**src/rtl/pclk_pkg.sv**
```systemverilog
package pclk_pkg;
  localparam int unsigned CODE_W = 2;
  localparam int unsigned CNT_W  = (1 << CODE_W) - 1;

  typedef enum logic [CODE_W-1:0] {
    RATIO_1 = 2'b00,
    RATIO_2 = 2'b01,
    RATIO_4 = 2'b10,
    RATIO_8 = 2'b11
  } ratio_e;
endpackage

```
**src/rtl/pclk_rst_sync.sv**
```systemverilog
module pclk_rst_sync #(
  parameter int unsigned STAGES = 2
) (
  input  logic clk_i,
  input  logic rst_ni,
  output logic rst_no
);
  logic [STAGES-1:0] sync_q;
  logic [STAGES-1:0] sync_d;

  always_comb sync_d = {sync_q[STAGES-2:0], 1'b1};

  always_ff @(posedge clk_i or negedge rst_ni) begin
    if (!rst_ni) sync_q <= '0;
    else         sync_q <= sync_d;
  end

  assign rst_no = sync_q[STAGES-1];
endmodule

```
**src/rtl/pclk_dto.sv**
```systemverilog
module pclk_dto #(
  parameter int unsigned ACC_W = 24
) (
  input  logic             clk_i,
  input  logic             rst_ni,
  input  logic [ACC_W-1:0] step_i,
  input  logic             field_i,
  input  logic             clr_en_i,
  output logic             tick_o
);
  logic [ACC_W-1:0] acc_q, acc_d;
  logic [ACC_W-1:0] step_q, step_d;
  logic             tick_q, tick_d;
  logic [ACC_W:0]   sum;

  always_comb begin
    sum    = {1'b0, acc_q} + {1'b0, step_q};
    step_d = field_i ? step_i : step_q;
    if (field_i && clr_en_i) begin
      acc_d  = '0;
      tick_d = 1'b0;
    end else begin
      acc_d  = sum[ACC_W-1:0];
      tick_d = sum[ACC_W];
    end
  end

  always_ff @(posedge clk_i or negedge rst_ni) begin
    if (!rst_ni) begin
      acc_q  <= '0;
      step_q <= '0;
      tick_q <= 1'b0;
    end else begin
      acc_q  <= acc_d;
      step_q <= step_d;
      tick_q <= tick_d;
    end
  end

  assign tick_o = tick_q;

  a_r3_step_held: assert property (@(posedge clk_i) disable iff (!rst_ni)
    !field_i |=> $stable(step_q));
  a_r4_phase_clear: assert property (@(posedge clk_i) disable iff (!rst_ni)
    (field_i && clr_en_i) |=> (acc_q == '0 && !tick_o));
endmodule

```
**src/rtl/pclk_div.sv**
```systemverilog
module pclk_div
  import pclk_pkg::*;
#(
  parameter bit ALLOW_TOP = 1'b1
) (
  input  logic              clk_i,
  input  logic              rst_ni,
  input  logic              tick_i,
  input  logic              restart_i,
  input  logic [CODE_W-1:0] code_i,
  output logic              en_o,
  output logic              bad_o
);
  logic              legal;
  logic [CODE_W-1:0] ratio_q, ratio_d;
  logic [CNT_W-1:0]  cnt_q, cnt_d;
  logic [CNT_W-1:0]  mask;
  logic              en_q, en_d;
  logic              bad_q, bad_d;

  generate
    if (ALLOW_TOP) begin : g_all_legal
      assign legal = 1'b1;
    end else begin : g_top_banned
      assign legal = (code_i != RATIO_8);
    end
  endgenerate

  assign mask = ~({CNT_W{1'b1}} << ratio_q);

  always_comb begin
    ratio_d = legal ? code_i : ratio_q;
    bad_d   = !legal;
    cnt_d   = cnt_q;
    en_d    = 1'b0;
    if (restart_i) begin
      cnt_d = '0;
    end else if (tick_i) begin
      en_d  = ((cnt_q & mask) == mask);
      cnt_d = cnt_q + 1'b1;
    end
  end

  always_ff @(posedge clk_i or negedge rst_ni) begin
    if (!rst_ni) begin
      ratio_q <= RATIO_1;
      cnt_q   <= '0;
      en_q    <= 1'b0;
      bad_q   <= 1'b0;
    end else begin
      ratio_q <= ratio_d;
      cnt_q   <= cnt_d;
      en_q    <= en_d;
      bad_q   <= bad_d;
    end
  end

  assign en_o  = en_q;
  assign bad_o = bad_q;

  a_r7_restart: assert property (@(posedge clk_i) disable iff (!rst_ni)
    restart_i |=> (cnt_q == '0 && !en_o));
  a_r6_ratio_hold: assert property (@(posedge clk_i) disable iff (!rst_ni)
    !legal |=> $stable(ratio_q));
  a_r6_flag_set: assert property (@(posedge clk_i) disable iff (!rst_ni)
    !legal |=> bad_o);
  a_r2_en_needs_tick: assert property (@(posedge clk_i) disable iff (!rst_ni)
    en_o |-> $past(tick_i));
endmodule

```
**src/rtl/pclk_fieldlock_gen.sv**
```systemverilog
module pclk_fieldlock_gen
  import pclk_pkg::*;
#(
  parameter int unsigned ACC_W = 24
) (
  input  logic             clk_i,
  input  logic             rst_ni,
  input  logic [ACC_W-1:0] step_i,
  input  logic [1:0]       ext_code_i,
  input  logic [1:0]       int_code_i,
  input  logic             vsync_i,
  input  logic             clr_on_vs_i,
  input  logic             src_pix_i,
  output logic             ext_en_o,
  output logic             int_en_o,
  output logic             fifo_bypass_o,
  output logic             cfg_err_o
);
  localparam int unsigned NDIV = 2;

  logic                    rst_n;
  logic                    tick;
  logic [CODE_W-1:0]       code  [NDIV];
  logic [NDIV-1:0]         en;
  logic [NDIV-1:0]         bad;
  logic                    byp_q, byp_d;

  pclk_rst_sync #(.STAGES(2)) u_rst (
    .clk_i (clk_i),
    .rst_ni(rst_ni),
    .rst_no(rst_n)
  );

  pclk_dto #(.ACC_W(ACC_W)) u_dto (
    .clk_i   (clk_i),
    .rst_ni  (rst_n),
    .step_i  (step_i),
    .field_i (vsync_i),
    .clr_en_i(clr_on_vs_i),
    .tick_o  (tick)
  );

  assign code[0] = ext_code_i;
  assign code[1] = int_code_i;

  generate
    for (genvar g = 0; g < NDIV; g++) begin : g_div
      pclk_div #(.ALLOW_TOP(g == 0)) u_div (
        .clk_i    (clk_i),
        .rst_ni   (rst_n),
        .tick_i   (tick),
        .restart_i(vsync_i),
        .code_i   (code[g]),
        .en_o     (en[g]),
        .bad_o    (bad[g])
      );
    end
  endgenerate

  always_comb byp_d = src_pix_i;

  always_ff @(posedge clk_i or negedge rst_n) begin
    if (!rst_n) byp_q <= 1'b0;
    else        byp_q <= byp_d;
  end

  assign ext_en_o      = en[0];
  assign int_en_o      = en[1] & ~byp_q;
  assign fifo_bypass_o = byp_q;
  assign cfg_err_o     = bad[1];

  a_r8_bypass_follow: assert property (@(posedge clk_i) disable iff (!rst_n)
    src_pix_i |=> fifo_bypass_o);
  a_r6_ext_never_flags: assert property (@(posedge clk_i) disable iff (!rst_n)
    !bad[0]);
endmodule

```
**config.mk**
```make
export PLATFORM = sky130hd
export DESIGN_NAME = pclk_fieldlock_gen
export DESIGN_NICKNAME = d
export VERILOG_FILES = /design/src/rtl/pclk_pkg.sv /design/src/rtl/pclk_rst_sync.sv /design/src/rtl/pclk_dto.sv /design/src/rtl/pclk_div.sv /design/src/rtl/pclk_fieldlock_gen.sv
export SDC_FILE = /design/constraint.sdc
export NUM_CORES = 1
export LEC_CHECK = 0
export CORE_MARGIN = 1
export CORE_UTILIZATION = 60
export CTS_CLUSTER_DIAMETER = 40
export DETAILED_ROUTE_END_ITERATION = 7
export PLACE_DENSITY = 0.84
export SYNTH_ARGS = -nofsm -noshare
export SYNTH_HDL_FRONTEND = slang
export SYNTH_SLANG_ARGS = --single-unit
```
**constraint.sdc**
```tcl
create_clock -name clk_i -period 3.6 [get_ports clk_i]
set_input_delay 0.72 -clock clk_i [delete_from_list [all_inputs] [get_ports clk_i]]
set_output_delay 0.72 -clock clk_i [all_outputs]
set_load 0.05 [all_outputs]
```
==> results of run 1 <==
[placed cells by master (no fill, tap or decap), types with 2 or more instances in the layout]
cell,instances
a21o_2,2
nand3_1,8
ha_1,26
clkbuf_8,9
nor3_1,9
a211oi_1,6
a31oi_1,2
o31ai_1,2
o21a_1,9
a21o_1,7
nand2_1,24
o21ai_0,17
a21oi_1,26
mux2i_1,4
dfrtp_1,64
clkbuf_1,2
o2111ai_1,3
inv_1,6
clkdlybuf4s50_1,36
mux2_2,24
nor2b_1,3
buf_4,2
xor2_1,9
clkinvlp_4,2
nand4_1,3
a21boi_0,3
and2_1,5
xnor2_1,9
nand2b_1,7
bufinv_16,2
o211ai_1,2
nor2_1,31
[worst max-delay path, stage by stage (launching register included)]
cell and delay (ns):
dfrtp_1 0.39, ha_1 0.25, fa_1 0.41, a21o_1 0.20
a221oi_1 0.44, o21ai_0 0.25, a2111oi_0 0.52, xor2_1 0.18
nor2_1 0.05
[where the power goes]
group          switching [mW]  internal [mW]  total (mW)
registers              0.0931          0.917        1.01
logic                   0.876          0.649        1.52
clock network           0.278          0.389       0.667
[path summary, 6_finish.rpt]
check / startpoint / endpoint / slack [ns]
hold / removal: u_rst.sync_q[1] / u_dto.step_q[3] / 0.34
setup / recovery: u_dto.step_q[0] / u_dto.acc_q[18] / 0.77
min in group clk_i: u_rst.sync_q[0] / u_rst.sync_q[1] / 0.36
setup reg to reg: u_dto.step_q[0] / u_dto.acc_q[18] / 0.77
hold reg to reg: u_rst.sync_q[1] / u_dto.step_q[3] / 0.34
max in group asynchronous: u_rst.sync_q[1] / u_dto.step_q[19] / 2.42
[stage by stage]
stage	util (%)	cells	hold slack (ns)	worst slack (ns)
2_1_floorplan	-	335	0.331	1.12
3_5_place_dp	70.6	434	0.340	0.781
3_3_place_gp	70.6	434	0.340	0.903
6_report	74.4	450	0.341	0.772
4_1_cts	74.4	450	0.358	0.768
5_1_grt	74.4	450	0.381	0.528
[logic make-up (layout without fill, tap and decap cells)]
group | after synthesis | in the layout
flip-flops | 65 | 65
XOR/XNOR | 18 | 18
AND/OR/NAND/NOR | 94 | 94
AO/OA/AOI/OAI | 85 | 85
other | 1 | 1
multiplexers | 28 | 28
buffers and inverters | 17 | 60
adder cells (fa/ha/maj) | 27 | 27
[final cells by class]
type | instances | area share (%)
multi-input cells | 253 | 43.9
inverters | 6 | 0.543
well taps | 72 | 2.17
repair buffers | 38 | 9.05
clock buffers | 11 | 3.17
flip-flops and latches | 65 | 39.2
clock inverters | 5 | 1.93
[metal layers]
| metal | vias up | part of all wire [%] | global-route usage, % |
|---|---|---|---|
| met5 | - | 0 | 0 |
| met1 | 1235 | 45 | 32.5 |
| li1 | 1278 | - | - |
| met4 | 0 | 2.3 | 13.3 |
| met2 | 65 | 48 | 41.8 |
| met3 | 17 | 4.7 | 8.14 |
[state kept, by name, summed over array words and instances (netlist names)]
name,flops
g_div.u_div.ratio_q,4
g_div.u_div.en_o,2
fifo_bypass_o,1
u_dto.acc_q,24
u_dto.step_q,24
u_dto.tick_o,1
g_div.u_div.cnt_q,6
g_div.u_div.bad_o,1
u_rst.sync_q,2
==> flow_metrics.tcl, run 1 <==
set metrics [dict create \
    cts-buffers-inserted 9 \
    postCtsSetupBuffers 0 \
    ys_ff_latch 65 \
    worst_pin_slew_ns 0.825 \
    first_pass_iters 5 \
    max-cap-violations 0 \
    synth_top_family_by_area "compound AO/OA/AOI/OAI gates" \
    die-area_um2 6160 \
    synth_area_leaders "dfrtp_1, ha_1, mux2_2" \
    power_density_nw_per_um2 772 \
    postCtsHoldBufs 0 \
    synth_xor_area_share_pct 4.49 \
    yosys.area_share.simple_pct 12.5 \
    setup-tns-final_ns 0 \
    clk_pin_slew_worst_paths_ns 0.07 \
    ir_drop_v 0.000433 \
    synthMuxAreaShare_pct 8.84 \
    fin_total_pwr_mw 3.20 \
    io_buffers 36 \
    synth_common_cells "dfrtp_1, nor2_1, a21oi_1, ha_1" \
    nFillCells 403 \
    fin_crit_ns 2.83 \
    worst_setup_path_end_kind "register" \
    antenna_cells 0 \
    synthArstFlopShare_pct 100 \
    multi_input_comb_area_um2 1820 \
    synth_top_area_cell "dfrtp_1" \
    worstPathRequired_ns 3.80 \
    ys_seq_area_share_pct 46.3 \
    outcome "finished, final reports clean" \
    leakage_nw 1.84 \
    drc 0 \
    relSlewSlack_pct 45.0 \
    area.growth.synth_to_final_pct 18.1 \
    netlist.area_leader.share_pct 46.3 \
    synth_compound_area_share_pct 16.0 \
    clk_latency_ns 0.35 \
    cp.arrival_ns 3.03 \
    core_area_um2 5570 \
    die_h_um 78.5 \
    worstSetupPathType "register to register" \
    path_max_fanout 3 \
    ys_types 40 \
    cts_max_level 3 \
    gp_congestion 0.827 \
    final_max_slew_viol_count 0 \
    chipWidth_um 78.5 \
    post_cts_resized 0 \
    place_area_um2 3940 \
    syn-num-nets 395 \
    hpwlAfterDp_um 4980 \
    clockRootBuffer "clkbuf_8" \
    synth_edf_count 0 \
    timing.fmax_mhz 354 \
    grt_antenna_before_repair 0 \
    synthCells 335 \
    yosys_most_used_dff "dfrtp_1" \
    design_area_um2 4150 \
    fin_crit_sh_pct 78.5 \
    drtIter0Drc 171 \
    antenna_left 0 \
    start_util_pct 63.0 \
    routed-via-count 2595 \
    placementRows 27 \
    final_hold_viol_count 0 \
    drive_gt1_share_pct 12.2 \
    cts_max_path_buffers 2 \
    viasPerCell 5.77 \
    overflow 0 \
    yosysMostFrequentCell "dfrtp_1" \
    post_drt_wl_per_cell_um 15.4 \
    synth_adder_area_share_pct 9.84 \
    cts_tree "done" \
    start_kind "register" \
    grt_util_all_layers_pct 26.4 \
    setup_viol_count_final 0 \
    wl_um 6950 \
    ff_latch_area_um2 1630 \
    nets 433 \
    ioPinCount 37 \
    clkSinkCount 65 \
    yosys_warnings 0 \
    fin_skew_ns 0.00497 \
    synth_area_um2 3510 \
    rsz0062_at_grt "false" \
    worstRegToRegCells 8 \
    hold_path.class "register to async pin" \
    syn_avg_cell_area_um2 10.5 \
    grt_pass1_vias 2720 \
    grt_pass1_wl_um 12200 \
    grt_start_max_net_pins 37 \
]
Power figures use the tool's default switching activity.
==> run 2, diff against run 1 <==
--- a/config.mk
+++ b/config.mk
@@ -6,10 +6,10 @@
 export NUM_CORES = 1
 export LEC_CHECK = 0
 export CORE_MARGIN = 1
-export CORE_UTILIZATION = 60
+export CORE_UTILIZATION = 51
 export CTS_CLUSTER_DIAMETER = 40
 export DETAILED_ROUTE_END_ITERATION = 7
-export PLACE_DENSITY = 0.84
+export PLACE_DENSITY = 0.76
 export SYNTH_ARGS = -nofsm -noshare
 export SYNTH_HDL_FRONTEND = slang
 export SYNTH_SLANG_ARGS = --single-unit
==> constraint.sdc (replaced) <==
create_clock -name clk_i -period 2.5 [get_ports clk_i]
set_input_delay 0.5 -clock clk_i [delete_from_list [all_inputs] [get_ports clk_i]]
set_output_delay 0.5 -clock clk_i [all_outputs]
set_load 0.05 [all_outputs]
==> flow_metrics.tcl, run 2 (synthesis gave the netlist of run 1 again) <==
set metrics [dict create \
    wl_um 7000 \
    violations "design-rule violations, negative setup slack" \
    top_usage_layer "met2" \
    worst_pin_slew_ns 0.779 \
    postCtsHoldBufs 0 \
    drc 4 \
    fin_crit_ns 2.52 \
    power_density_nw_per_um2 1140 \
    placementRows 29 \
    first_pass_iters 8 \
    ff_latch_area_um2 1630 \
    nFillCells 492 \
    viasPerCell 5.70 \
    fin_crit_sh_pct 101 \
    start_kind "register" \
    grtUsageMet2_pct 36.5 \
    crit_path_end "u_dto.tick_o" \
    worstRegToRegCells 8 \
    cp.arrival_ns 2.79 \
    clockRootBuffer "clkbuf_8" \
    cts_max_level 3 \
    clkSinkCount 65 \
    grt_util_all_layers_pct 21.3 \
    max-cap-violations 0 \
    p_int_mw 3.10 \
    antenna_left 0 \
    worst_path_max_delay_cell "or4b_4" \
    reg.largest.list "u_dto.acc_q x24, u_dto.step_q x24, g_div.u_div.cnt_q x6" \
    cts_tree "done" \
    die-area_um2 7220 \
    drive_gt1_share_pct 18.1 \
    utilization_pct 67.2 \
    design_area_um2 4370 \
    chipWidth_um 85.0 \
    core_area_um2 6490 \
    cp-startpoint "u_dto.step_q[4]" \
    leakage_nw 1.94 \
    path_buf_inv 1 \
    die_h_um 85.0 \
    worst_setup_path_end_kind "register" \
    drtIter0Drc 141 \
    pwr-share-comb_pct 48.5 \
    p_sw_share_pct 37.6 \
    clkPwrFrac_pct 22.3 \
    reg2reg_slack_ns -0.02 \
    final_max_slew_viol_count 0 \
    post_drt_wl_per_cell_um 14.9 \
    ir_drop_v 0.000574 \
    cp_slowest_stage_delay_ns 0.53 \
    grt_pass1_vias 2651 \
    crit_chain "ha_4 > a21o_1 > a221oi_2 > buf_4 > or4b_4 > a2111oi_4 > o2111ai_2 > a21oi_1" \
    nets 448 \
    rsz0062_at_grt "true" \
    outcome "complete, but fails checks" \
    grt_use_met1_pct 26.3 \
    path_depth 8 \
    path_max_fanout 4 \
    layout_common_cells "dfrtp_1, clkdlybuf4s50_1, nor2_1" \
    setup_ws_ns -0.0248 \
    grt_antenna_before_repair 0 \
    final_common_cell "dfrtp_1" \
    hold_ws_ns 0.313 \
    multi_input_comb_area_um2 1880 \
    setup_viol_count_final 1 \
    clk_pin_slew_worst_paths_ns 0.07 \
    routed-via-count 2678 \
    antenna_cells 0 \
    gp_congestion 0.839 \
    io_buffers 36 \
    cts_max_path_buffers 2 \
    met3_usage_pct 5.93 \
    final_hold_viol_count 0 \
    p_sw_mw 1.87 \
    r2r_start "u_dto.step_q[4]" \
    worstPathRequired_ns 2.76 \
    critPathTopFamily "compound AO/OA/AOI/OAI gates" \
    relSlewSlack_pct 48.0 \
    worstSetupPathType "register to register" \
    start_util_pct 54.1 \
    hold_path.class "primary input to async pin" \
    ioPinCount 37 \
    timing.fmax_mhz 396 \
    place_area_um2 4050 \
    area.growth.synth_to_final_pct 24.3 \
    r2r_end "u_dto.tick_o" \
    grt_start_max_net_pins 64 \
    fin_skew_ns 0.00657 \
    clk_latency_ns 0.34 \
    hpwlAfterDp_um 4890 \
    grt_pass1_wl_um 12000 \
    overflow 0 \
    cts-buffers-inserted 9 \
    p_seq_share_pct 29.2 \
]
run 2: changes by cell type in the layout (fill, tap and decap cells not counted), moves of 2 or more:
cell      previous run  this run
clkbuf_1             2         0
buf_4                2        17
ha_1                26        24
ha_4                 0         2
clkinv_4             0         2
run 2: area by class of cell:
type	count	share of cell area [%]
multi-input combinational	253	43.0
sequential	65	37.3
timing repair buffer	53	11.2
clock buffer	10	3.15
clock inverter	6	2.64
tap	77	2.21
inverter	6	0.516
run 2: how the worst min path moves through the flow:
stage	cells after the start	to	startpoint	slack, ns
after floorplan	0	u_rst.sync_q[0]	rst_ni	0.20
after global placement	0	u_rst.sync_q[1]	u_rst.sync_q[0]	0.34
after detailed placement	0	u_rst.sync_q[1]	u_rst.sync_q[0]	0.34
after CTS	1	u_rst.sync_q[0]	rst_ni	0.30
after global routing	1	u_rst.sync_q[0]	rst_ni	0.30
final	1	u_rst.sync_q[0]	rst_ni	0.31
run 2: timing repair:
item | 4_1_cts | 5_1_grt
pin swaps | 2 | 11
resized for setup | 3 | 7
endpoints found under the setup margin | 3 | 5
buffers inserted | 0 | 1
run 2: metrics by stage:
stage / setup TNS, ns / total power, mW / setup slack (ns) / cells
floorplan: 0 / 3.15 / 0.0221 / 335
global placement: 0 / 3.67 / 0.00200 / 453
detailed placement: -0.0926 / 3.75 / -0.0495 / 453
CTS: 0 / 4.93 / 0.0202 / 469
global route: -0.154 / 5.33 / -0.107 / 470
finish: -0.0248 / 4.97 / -0.0248 / 470
run 2: layer usage:
metal | vias up | part of all wire (%)
met2 | 61 | 50
li1 | 1305 | -
met3 | 6 | 5.0
met4 | 0 | 1.0
met5 | - | 0
met1 | 1306 | 44
run 2: power by group through the flow:
stage	logic (mW)	clock network, mW	registers (mW)
final	2.41	1.11	1.45
after global routing	2.68	1.18	1.47
after CTS	2.34	1.14	1.45
after detailed placement	2.29	0	1.46
after global placement	2.22	0	1.45
after floorplan	1.71	0	1.44
